**config.mk**
```make
export PLATFORM = sky130hd
export DESIGN_NAME = mem_tap
export DESIGN_NICKNAME = d
export VERILOG_FILES = /design/src/rtl/mem_tap_pkg.sv /design/src/rtl/tap_fsm.sv /design/src/rtl/tap_ir.sv /design/src/rtl/tap_dr.sv /design/src/rtl/mem_tap.sv
export SDC_FILE = /design/constraint.sdc
export NUM_CORES = 1
export LEC_CHECK = 0
export ABC_AREA = 0
export ABC_CLOCK_PERIOD_IN_PS = 1880
export CAP_MARGIN = 15
export CORE_ASPECT_RATIO = 0.9
export CORE_MARGIN = 3
export CORE_UTILIZATION = 50
export DETAILED_ROUTE_END_ITERATION = 10
export GPL_ROUTABILITY_DRIVEN = 0
export GPL_TIMING_DRIVEN = 1
export PLACE_DENSITY = 0.83
export SYNTH_ARGS = -nofsm -noshare
export SYNTH_HDL_FRONTEND = slang
export SYNTH_HIERARCHICAL = 1
export SYNTH_SLANG_ARGS = --single-unit
```
**constraint.sdc**
```tcl
create_clock -name tck_i -period 1.88 [get_ports tck_i]
set_input_delay 0.282 -clock tck_i [delete_from_list [all_inputs] [get_ports tck_i]]
set_output_delay 0.282 -clock tck_i [all_outputs]
set_load 0.05 [all_outputs]
```
**src/rtl/mem_tap_pkg.sv**
```systemverilog
`timescale 1ns/1ps
package mem_tap_pkg;

  localparam int IR_W = 3;

  typedef enum logic [3:0] {
    ST_TLR    = 4'h0,
    ST_RTI    = 4'h1,
    ST_SELDR  = 4'h2,
    ST_CAPDR  = 4'h3,
    ST_SHDR   = 4'h4,
    ST_EX1DR  = 4'h5,
    ST_PAUDR  = 4'h6,
    ST_EX2DR  = 4'h7,
    ST_UPDDR  = 4'h8,
    ST_SELIR  = 4'h9,
    ST_CAPIR  = 4'hA,
    ST_SHIR   = 4'hB,
    ST_EX1IR  = 4'hC,
    ST_PAUIR  = 4'hD,
    ST_EX2IR  = 4'hE,
    ST_UPDIR  = 4'hF
  } tap_state_e;

  typedef enum logic [1:0] {
    PATH_BSR = 2'd0,
    PATH_ID  = 2'd1,
    PATH_BYP = 2'd2
  } dr_path_e;

  localparam logic [IR_W-1:0] OP_EXTEST  = 3'b000;
  localparam logic [IR_W-1:0] OP_IDCODE  = 3'b001;
  localparam logic [IR_W-1:0] OP_SAMPLEZ = 3'b010;
  localparam logic [IR_W-1:0] OP_BYPASS  = 3'b011;
  localparam logic [IR_W-1:0] OP_SAMPLE  = 3'b100;
  localparam logic [IR_W-1:0] IR_CAP_PAT = 3'b001;

  function automatic tap_state_e tap_next(input tap_state_e s, input logic m);
    tap_state_e n;
    case (s)
      ST_TLR:   n = m ? ST_TLR   : ST_RTI;
      ST_RTI:   n = m ? ST_SELDR : ST_RTI;
      ST_SELDR: n = m ? ST_SELIR : ST_CAPDR;
      ST_CAPDR: n = m ? ST_EX1DR : ST_SHDR;
      ST_SHDR:  n = m ? ST_EX1DR : ST_SHDR;
      ST_EX1DR: n = m ? ST_UPDDR : ST_PAUDR;
      ST_PAUDR: n = m ? ST_EX2DR : ST_PAUDR;
      ST_EX2DR: n = m ? ST_UPDDR : ST_SHDR;
      ST_UPDDR: n = m ? ST_SELDR : ST_RTI;
      ST_SELIR: n = m ? ST_TLR   : ST_CAPIR;
      ST_CAPIR: n = m ? ST_EX1IR : ST_SHIR;
      ST_SHIR:  n = m ? ST_EX1IR : ST_SHIR;
      ST_EX1IR: n = m ? ST_UPDIR : ST_PAUIR;
      ST_PAUIR: n = m ? ST_EX2IR : ST_PAUIR;
      ST_EX2IR: n = m ? ST_UPDIR : ST_SHIR;
      ST_UPDIR: n = m ? ST_SELDR : ST_RTI;
      default:  n = ST_TLR;
    endcase
    return n;
  endfunction

  function automatic dr_path_e op_path(input logic [IR_W-1:0] op);
    dr_path_e p;
    case (op)
      OP_EXTEST, OP_SAMPLEZ, OP_SAMPLE: p = PATH_BSR;
      OP_IDCODE:                        p = PATH_ID;
      default:                          p = PATH_BYP;
    endcase
    return p;
  endfunction

  function automatic logic op_floats_pins(input logic [IR_W-1:0] op);
    return (op == OP_EXTEST) || (op == OP_SAMPLEZ);
  endfunction

endpackage

```
**src/rtl/tap_fsm.sv**
```systemverilog
`timescale 1ns/1ps
module tap_fsm
  import mem_tap_pkg::*;
#(
  parameter int ESC_LEN = 5
) (
  input  logic       tck,
  input  logic       por,
  input  logic       tms,
  output tap_state_e st
);
  localparam int CNT_W = $clog2(ESC_LEN + 1);

  always_ff @(posedge tck) begin
    if (por) st <= ST_TLR;
    else     st <= tap_next(st, tms);
  end

  // Run of consecutive TMS highs, used by the escape-path check.
  logic [CNT_W-1:0] ones_cnt;
  always_ff @(posedge tck) begin
    if (por || !tms)                         ones_cnt <= '0;
    else if (ones_cnt != CNT_W'(ESC_LEN))    ones_cnt <= ones_cnt + 1'b1;
  end

  p_por_to_reset_r1: assert property (@(posedge tck) por |=> st == ST_TLR);

  p_tms_escape_r2: assert property (@(posedge tck) disable iff (por)
    ones_cnt == CNT_W'(ESC_LEN) |-> st == ST_TLR);

endmodule

```
**src/rtl/tap_ir.sv**
```systemverilog
`timescale 1ns/1ps
module tap_ir
  import mem_tap_pkg::*;
#(
  parameter logic [IR_W-1:0] CAP_PAT = IR_CAP_PAT,
  parameter logic [IR_W-1:0] RST_OP  = OP_IDCODE
) (
  input  logic            tck,
  input  logic            por,
  input  logic            tdi,
  input  tap_state_e      st,
  output logic            ir_lsb,
  output logic [IR_W-1:0] instr
);
  logic [IR_W-1:0] ir_sh;

  always_ff @(posedge tck) begin
    if (por || st == ST_CAPIR) ir_sh <= CAP_PAT;
    else if (st == ST_SHIR)    ir_sh <= {tdi, ir_sh[IR_W-1:1]};
  end

  always_ff @(negedge tck) begin
    if (por || st == ST_TLR)  instr <= RST_OP;
    else if (st == ST_UPDIR)  instr <= ir_sh;
  end

  assign ir_lsb = ir_sh[0];

  p_ir_capture_r3: assert property (@(posedge tck) disable iff (por)
    st == ST_CAPIR |=> ir_sh == CAP_PAT);

  p_ir_hold_r3: assert property (@(negedge tck) disable iff (por)
    !(st == ST_UPDIR || st == ST_TLR) |=> $stable(instr));

endmodule

```
**src/rtl/tap_dr.sv**
```systemverilog
`timescale 1ns/1ps
module tap_dr
  import mem_tap_pkg::*;
#(
  parameter int              ID_W     = 32,
  parameter logic [ID_W-1:0] ID_VALUE = 32'h1A5C_3E6D
) (
  input  logic       tck,
  input  logic       por,
  input  logic       tdi,
  input  tap_state_e st,
  input  dr_path_e   path,
  input  logic       bsr_tdo,
  output logic       dr_bit
);
  logic [ID_W-1:0] id_sh;
  logic            byp;

  always_ff @(posedge tck) begin
    if (por) begin
      id_sh <= ID_VALUE;
      byp   <= 1'b0;
    end else begin
      case (st)
        ST_CAPDR: begin
          if (path == PATH_ID)  id_sh <= ID_VALUE;
          if (path == PATH_BYP) byp   <= 1'b0;
        end
        ST_SHDR: begin
          if (path == PATH_ID)  id_sh <= {tdi, id_sh[ID_W-1:1]};
          if (path == PATH_BYP) byp   <= tdi;
        end
        default: ;
      endcase
    end
  end

  always_comb begin
    case (path)
      PATH_ID:  dr_bit = id_sh[0];
      PATH_BYP: dr_bit = byp;
      default:  dr_bit = bsr_tdo;
    endcase
  end

  p_id_capture_r6: assert property (@(posedge tck) disable iff (por)
    (st == ST_CAPDR && path == PATH_ID) |=> id_sh == ID_VALUE);

  p_bypass_clear_r7: assert property (@(posedge tck) disable iff (por)
    (st == ST_CAPDR && path == PATH_BYP) |=> !byp);

  p_id_parks_r10: assert property (@(posedge tck) disable iff (por)
    (st == ST_PAUDR || st == ST_EX2DR) |=> $stable(id_sh));

endmodule

```
**src/rtl/mem_tap.sv**
```systemverilog
`timescale 1ns/1ps
module mem_tap
  import mem_tap_pkg::*;
#(
  parameter int              ID_W     = 32,
  parameter logic [ID_W-1:0] ID_VALUE = 32'h1A5C_3E6D
) (
  input  logic tck_i,
  input  logic por_i,
  input  logic tms_i,
  input  logic tdi_i,
  output logic tdo_o,
  output logic tdo_oe_o,
  output logic dq_hiz_o,
  output logic bsr_tdi_o,
  input  logic bsr_tdo_i,
  output logic bsr_capture_o,
  output logic bsr_shift_o,
  output logic bsr_update_o
);
  // An input that is not a clean 0 counts as 1.
  logic tms_c, tdi_c;
  assign tms_c = (tms_i !== 1'b0);
  assign tdi_c = (tdi_i !== 1'b0);

  tap_state_e      st;
  logic            ir_lsb;
  logic [IR_W-1:0] instr;
  dr_path_e        path;
  logic            dr_bit;
  logic            bsr_sel;

  tap_fsm #(.ESC_LEN(5)) u_fsm (
    .tck (tck_i),
    .por (por_i),
    .tms (tms_c),
    .st  (st)
  );

  tap_ir #(.CAP_PAT(IR_CAP_PAT), .RST_OP(OP_IDCODE)) u_ir (
    .tck    (tck_i),
    .por    (por_i),
    .tdi    (tdi_c),
    .st     (st),
    .ir_lsb (ir_lsb),
    .instr  (instr)
  );

  assign path    = op_path(instr);
  assign bsr_sel = (path == PATH_BSR);

  tap_dr #(.ID_W(ID_W), .ID_VALUE(ID_VALUE)) u_dr (
    .tck     (tck_i),
    .por     (por_i),
    .tdi     (tdi_c),
    .st      (st),
    .path    (path),
    .bsr_tdo (bsr_tdo_i),
    .dr_bit  (dr_bit)
  );

  assign dq_hiz_o      = op_floats_pins(instr);
  assign bsr_tdi_o     = tdi_c;
  assign bsr_capture_o = bsr_sel && (st == ST_CAPDR);
  assign bsr_shift_o   = bsr_sel && (st == ST_SHDR);
  assign bsr_update_o  = bsr_sel && (st == ST_UPDDR);

  // Output stage launches on the falling edge.
  logic tdo_q, oe_q;
  always_ff @(negedge tck_i) begin
    if (por_i) begin
      tdo_q <= 1'b0;
      oe_q  <= 1'b0;
    end else begin
      oe_q <= (st == ST_SHDR) || (st == ST_SHIR);
      if (st == ST_SHIR)      tdo_q <= ir_lsb;
      else if (st == ST_SHDR) tdo_q <= dr_bit;
    end
  end
  assign tdo_o    = tdo_q;
  assign tdo_oe_o = oe_q;

  p_oe_in_shift_r9: assert property (@(posedge tck_i) disable iff (por_i)
    tdo_oe_o |-> (st == ST_SHDR || st == ST_SHIR));

  p_sample_keeps_pins_r5: assert property (@(posedge tck_i) disable iff (por_i)
    instr == OP_SAMPLE |-> !dq_hiz_o);

  p_spare_codes_bypass_r4: assert property (@(posedge tck_i) disable iff (por_i)
    instr > OP_SAMPLE |-> !(bsr_capture_o || bsr_shift_o || bsr_update_o));

endmodule

```
==> results.py, run 1 <==
metrics = {
    "clocking": {
        "clockRootBuffer": "clkbuf_8",
        "cts_num_sinks": 45,
        "htree_levels": 2,
        "clk_pin_slew_ns": 0.11,
        "cts_tree": "built",
        "clock_path_buffers": 2,
        "clock_latency_ns": 0.38,
        "cts_buffers": 5,
    },
    "sta": {
        "rsz0062_at_grt": "yes",
        "fin_ws_ns": -0.894,
        "finalSetupViolCount": 44,
        "maxSlewHeadroom_pct": 77.9,
        "finalHoldViolCount": 0,
        "clock_skew_ns": 0.0705,
        "tightest_slew_ns": 0.331,
        "slew_violations": 0,
        "setup_tns_ns": -31.27,
    },
    "pwr": {
        "p_seq_share_pct": 47.6,
        "power_w": 0.00207,
        "power_density_mw_per_mm2": 646,
        "clkPwrFrac_pct": 38.0,
        "peakVddDrop_v": 0.000659,
        "power.leakage_nw": 1.16,
        "power_frac_comb_pct": 14.4,
        "intPower_w": 0.00147,
        "p_sw_w": 0.000599,
        "sw_frac_of_total_pct": 29.0,
    },
    "worst_setup_path": {
        "end_kind": "flop",
        "reg2reg_slack_ns": -0.89,
        "ff2ff_path_depth": 7,
        "startpoint_type": "flop",
        "critPathKind": "reg2reg",
        "cp.arrival_ns": 3.01,
        "path_max_fanout": 16,
        "worstPathRequired_ns": 2.11,
        "r2r_start": "u_ir/instr[2]",
        "rr_endpoint": "u_dr/id_sh[9]",
    },
    "finish": {
        "final_cell_area_mm2": 0.00320,
        "drive_gt1_share_pct": 30.9,
        "area_growth_pct": 38.3,
        "antenna_cells": 0,
        "finalNetCount": 326,
        "fillCellCount": 237,
    },
    "hold_path": {
        "whs_path_depth": 2,
        "min_from": "u_dr/id_sh[23]",
        "min_path_type": "reg2reg",
        "holdPathEnd": "u_dr/id_sh[23]",
    },
    "logic_synthesis": {
        "yosysTopAreaCell": "dfxtp_1",
        "ys_ff_latch": 45,
        "ys_seq_area_share_pct": 39.0,
        "syn_area_mm2": 0.00231,
        "yosysTopAreaCellShare_pct": 39.0,
        "synth_area_leaders": "dfxtp_1 (39%), nand3_1 (7.6%), nor3_1 (6.9%), o31ai_1 (5.5%), a31oi_1 (4.6%)",
        "synth_edf_count": 0,
        "ys_async_sr_fraction_pct": 0,
        "synth_common_cells": "dfxtp_1 (45), nand3_1 (35), nor3_1 (32)",
        "yosysUniqueCellTypes": 47,
        "yosys_warnings": 6,
        "synth_nets": 294,
        "netlist_instances": 287,
        "post-synth-top-count-cell": "dfxtp_1",
        "ys.flop_type": "dfxtp_1",
        "syn_avg_cell_area_um2": 8.06,
    },
    "grt": {
        "grt_pass1_wl_um": 10600,
        "grt.overflow.total": 0,
        "antenna_found_initial": 0,
        "grt_pass1_vias": 2283,
        "grt_max_degree": 34,
        "grt_use_total_pct": 23.7,
    },
    "detailed_routing": {
        "wirelength_um": 7250,
        "first_pass_iters": 5,
        "post_drt_wl_per_cell_um": 19.1,
        "vias_per_cell": 6.47,
        "num_vias": 2457,
        "drc_errors": 0,
        "ant_nets": 0,
        "drt_iter0_markers": 316,
    },
    "die": {
        "start_util_pct": 54.2,
        "die_h_um": 70.5,
        "core_mm2": 0.00427,
        "pin_count": 12,
        "rows": 22,
        "die_area_mm2": 0.00548,
        "die_w_um": 77.7,
    },
    "placement": {
        "place.detailed.hpwl_um": 3500,
        "io_buffers": 11,
        "placed_cell_area_mm2": 0.00272,
        "pre_cts_slack_ns": -0.716,
    },
    "outcome": {
        "status": "finished, violations left",
        "violations": "negative setup slack",
    },
    "job": {
        "maxCapViolCount": 0,
    },
}
layout make-up:
class | instances | area [um^2] | share of cell area, %
Multi-Input combinational cell | 205 | 1410 | 44.1
Sequential cell | 45 | 925 | 28.9
Timing Repair Buffer | 48 | 622 | 19.5
Clock buffer | 6 | 93.8 | 2.94
Tap cell | 60 | 75.1 | 2.35
Clock inverter | 7 | 36.3 | 1.14
Inverter | 9 | 33.8 | 1.06
state kept, by name, indices dropped and copies added, names as in the netlist:
register,flops
u_dr/id_sh,32
u_fsm/st,4
u_ir/instr,3
u_ir/ir_sh,3
tdo_o,1
tdo_oe_o,1
u_dr/byp,1
how the worst max path moves through the flow:
stage	slack, ns	endpoint	from	depth (start not counted)
CTS	-0.77	bsr_capture_o	u_ir/instr[2]	4
global placement	-0.65	u_dr/id_sh[4]	u_ir/instr[2]	8
floorplan	-0.66	u_dr/id_sh[16]	u_ir/instr[2]	8
global route	-0.96	u_dr/id_sh[30]	u_ir/instr[0]	7
finish	-0.89	u_dr/id_sh[9]	u_ir/instr[2]	7
detailed placement	-0.72	u_dr/id_sh[11]	u_ir/instr[2]	8
logic make-up after synthesis:
family | count (synthesis) | share of synthesized area (%)
flip-flops | 45 | 39.0
AND/OR/NAND/NOR | 141 | 31.6
multiplexers | 3 | 1.30
buffers and inverters | 37 | 8.87
AO/OA/AOI/OAI | 58 | 17.8
XOR/XNOR | 1 | 0.379
adder cells (fa/ha/maj) | 2 | 1.08
worst max-delay path: stages (launching register included):
cell       delay (ns)
dfxtp_4          0.36
nor3b_4          0.27
buf_4            0.17
ha_4             0.13
nor2b_4          0.26
clkbuf_16        0.22
nor2_1           0.05
o31ai_1          0.23
stage by stage:
stage	utilization, %	hold slack, ns	std cells
floorplan	-	0.342	287
global placement	63.7	0.478	356
detailed placement	63.7	0.486	356
CTS	71.1	0.498	376
global route	74.9	0.535	380
finish	74.9	0.509	380
power groups by stage:
stage	clock network [W]	registers, W	logic [W]
after floorplan	0.0000233	0.00101	0.000135
after global placement	0.0000233	0.000999	0.000209
after detailed placement	0.0000233	0.00100	0.000216
after CTS	0.000769	0.000980	0.000261
after global routing	0.000821	0.000984	0.000312
final	0.000784	0.000983	0.000298
per-layer routing:
metal | track usage [%] | vias up | part of all wire (%)
li1 | - | 1100 | -
met1 | 30.2 | 1178 | 41
met2 | 39.5 | 154 | 49
met3 | 4.51 | 25 | 6.8
met4 | 9.49 | 0 | 2.5
met5 | 0 | - | 0
layout by cell type (no fill, tap or decap), types with 3 or more instances in the layout:
cell,instances
inv_1,11
clkdlybuf4s50_1,4
nor2_1,20
nand2_1,20
dfxtp_4,5
o21ai_0,3
clkbuf_16,3
mux2i_1,3
nand3_1,31
dfxtp_1,36
o31ai_1,12
clkbuf_8,5
and3b_1,3
dfxtp_2,4
o31ai_2,5
buf_12,12
nand3_2,4
buf_6,5
nor3_2,4
nor2_4,6
a21oi_1,4
buf_4,21
buf_8,3
a31oi_1,17
nor3_1,31
what timing repair did:
| item | in CTS | in global routing |
|---|---|---|
| pin swaps | 6 | 19 |
| buffers inserted | 8 | 5 |
| gates cloned | 1 | 2 |
| resized for setup | 26 | 27 |
| setup endpoints to repair | 44 | 44 |
| hold buffers | 0 | 0 |
Power figures use the tool's default switching activity.
==> run 2: changes to the inputs <==
- CTS_BUF_LIST: default -> sky130_fd_sc_hd__clkbuf_8 sky130_fd_sc_hd__clkbuf_16
- PLACE_DENSITY: 0.83 -> 0.82
==> run 2 against run 1 <==
  * The flow still finishes with violations (negative setup slack)
  * Non-clock buffer count up 10
  * Die area unchanged
  * Clock skew up 0.015 ns
  * Clock-buffer cell count up 1
  * Combinational power down 7.4%
  * Power up 5.1%
  * Highest routed layer unchanged
==> results.py, run 2 (synthesis results as in run 1) <==
metrics = {
    "grt": {
        "grt.overflow.total": 0,
        "antenna_found_initial": 0,
        "grt_max_degree": 34,
        "grt_pass1_wl_um": 10900,
        "grt_use_total_pct": 24.7,
        "grt_pass1_vias": 2196,
    },
    "sta": {
        "slew_violations": 0,
        "maxSlewHeadroom_pct": 73.9,
        "whs_ns": 0.495,
        "finalSetupViolCount": 44,
        "clock_skew_ns": 0.0860,
        "rsz0062_at_grt": "yes",
        "tightest_slew_ns": 0.388,
        "fin_ws_ns": -0.988,
        "finalHoldViolCount": 0,
    },
    "detailed_routing": {
        "num_vias": 2521,
        "vias_per_cell": 6.46,
        "post_drt_wl_per_cell_um": 19.0,
        "wirelength_um": 7420,
        "ant_nets": 0,
        "drt_iter0_markers": 435,
        "drc_errors": 0,
        "first_pass_iters": 5,
    },
    "clocking": {
        "clk_pin_slew_ns": 0.09,
        "cts_tree": "built",
        "clock_path_buffers": 2,
        "clockRootBuffer": "clkbuf_8",
        "cts_buffers": 5,
        "cts_num_sinks": 45,
        "clock_latency_ns": 0.38,
        "htree_levels": 2,
    },
    "die": {
        "start_util_pct": 54.2,
        "core_mm2": 0.00427,
        "die_area_mm2": 0.00548,
        "pin_count": 12,
        "rows": 22,
        "die_h_um": 70.5,
        "die_w_um": 77.7,
    },
    "placement": {
        "place.detailed.hpwl_um": 3630,
        "io_buffers": 11,
    },
    "finish": {
        "drive_gt1_share_pct": 28.8,
        "regMostFlops": "u_dr/id_sh",
        "antenna_cells": 0,
        "reg_top3": "u_dr/id_sh x32, u_fsm/st x4",
        "largest_reg_flops": 32,
        "postLayoutCoreUtil_pct": 72.9,
        "fillCellCount": 266,
        "layout_common_cells": "buf_4 (36), dfxtp_1 (36), nand3_1 (35), nor3_1 (31), nor2_1 (26)",
        "area_growth_pct": 34.5,
        "finalNetCount": 336,
    },
    "worst_setup_path": {
        "rr_endpoint": "u_dr/id_sh[11]",
        "path_buf_inv": 2,
        "crit_path_end": "u_dr/id_sh[11]",
        "critPathTopFamily": "simple AND/OR/NAND/NOR gates",
        "end_kind": "flop",
        "crit_cells": 8,
        "path_common_cell": "nor2b_4",
        "reg2reg_slack_ns": -0.99,
        "critPathKind": "reg2reg",
        "worstPathRequired_ns": 2.06,
        "crit_start": "u_ir/instr[2]",
        "r2r_start": "u_ir/instr[2]",
        "cp_slowest_cell": "o31ai_1",
        "cp.arrival_ns": 3.05,
        "ff2ff_path_depth": 8,
        "path_cells": "nor3b_4 -> nor2b_4 -> inv_2 -> ha_4 -> nor2b_4 -> buf_4 -> nor2_1 -> o31ai_1",
        "path_max_fanout": 5,
        "cpPeakStageDelay_ns": 0.35,
        "startpoint_type": "flop",
    },
    "pwr": {
        "intPower_w": 0.00162,
        "power.leakage_nw": 1.18,
        "peakVddDrop_v": 0.000659,
        "power_density_mw_per_mm2": 698,
        "p_sw_w": 0.000554,
        "power_frac_comb_pct": 12.7,
        "sw_frac_of_total_pct": 25.5,
        "clkPwrFrac_pct": 42.0,
        "p_seq_share_pct": 45.3,
    },
    "hold_path": {
        "min_path_type": "reg2reg",
    },
    "job": {
        "maxCapViolCount": 0,
    },
    "outcome": {
        "violations": "negative setup slack",
        "status": "finished, violations left",
    },
}
==> run 2: cell count changes in the layout (fill, tap and decap cells not counted), sizes merged <==
| cell | before | now |
|---|---|---|
| buf | 41 | 54 |
| clkbuf | 8 | 7 |
| clkinv | 2 | 1 |
| bufinv | 0 | 1 |
| inv | 14 | 13 |
| bufbuf | 1 | 0 |
==> run 2: area by class of cell <==
class,instances,area [um^2],share of cell area (%)
clock buffer,7,108,3.46
sequential,45,922,29.7
tap,60,75.1,2.41
clock inverter,6,48.8,1.57
inverter,9,33.8,1.09
timing repair buffer,58,587,18.9
multi-input combinational,205,1340,42.9
==> run 2: power by group through the flow <==
stage	logic (W)	registers, W	clock network [W]
6_report	0.000276	0.000983	0.000911
5_1_grt	0.000292	0.000984	0.000958
4_1_cts	0.000240	0.000980	0.000896
3_5_place_dp	0.000220	0.00100	0.0000233
3_3_place_gp	0.000216	0.00100	0.0000233
2_1_floorplan	0.000135	0.00101	0.0000233
==> run 2: what timing repair did <==
| item | 4_1_cts | 5_1_grt |
|---|---|---|
| hold buffers | 0 | 0 |
| pin swaps | 8 | 4 |
| setup buffers | 4 | 10 |
| setup endpoints to repair | 44 | 44 |
| gates resized for setup | 21 | 6 |
| gates cloned | 1 | 0 |
==> run 2: metrics by stage <==
step / setup TNS [ns] / worst slack [ns] / cell area [um^2] / cells / total power (W)
3_5_place_dp: -25.88 / -0.765 / 2740 / 364 / 0.00124
3_3_place_gp: -23.31 / -0.673 / 2740 / 364 / 0.00124
6_report: -30.10 / -0.988 / 3110 / 390 / 0.00217
5_1_grt: -32.30 / -1.01 / 3110 / 390 / 0.00223
2_1_floorplan: -23.39 / -0.664 / 2410 / 287 / 0.00117
4_1_cts: -26.35 / -0.755 / 3010 / 380 / 0.00212
==> run 2: how the worst min path moves through the flow <==
| stage | start | end | slack, ns | cells after the start |
|---|---|---|---|---|
| after floorplan | por_i | u_fsm/st[1] | 0.34 | 1 |
| after global placement | u_ir/ir_sh[2] | u_ir/ir_sh[1] | 0.48 | 2 |
| after detailed placement | u_ir/ir_sh[2] | u_ir/ir_sh[1] | 0.49 | 2 |
| after CTS | u_ir/ir_sh[2] | u_ir/ir_sh[1] | 0.50 | 2 |
| after global routing | u_ir/ir_sh[2] | u_ir/ir_sh[1] | 0.52 | 2 |
| final | u_ir/ir_sh[2] | u_ir/ir_sh[1] | 0.50 | 2 |
==> run 2: worst reg2reg max path, delay by kind of cell, from the launching register on <==
family,cells,cell delay [ns]
buffers and inverters,2,0.26
adder cells (fa/ha/maj),1,0.16
flip-flops,1,0.34
AO/OA/AOI/OAI,1,0.35
AND/OR/NAND/NOR,4,0.65
==> run 2: metal layers <==
layer / vias to the layer above / track usage, % / share of wire, %
met5: - / 0 / 0
met2: 186 / 40.2 / 48
met1: 1167 / 32.1 / 39
met3: 47 / 5.41 / 8.7
met4: 0 / 9.49 / 4.6
li1: 1121 / - / -
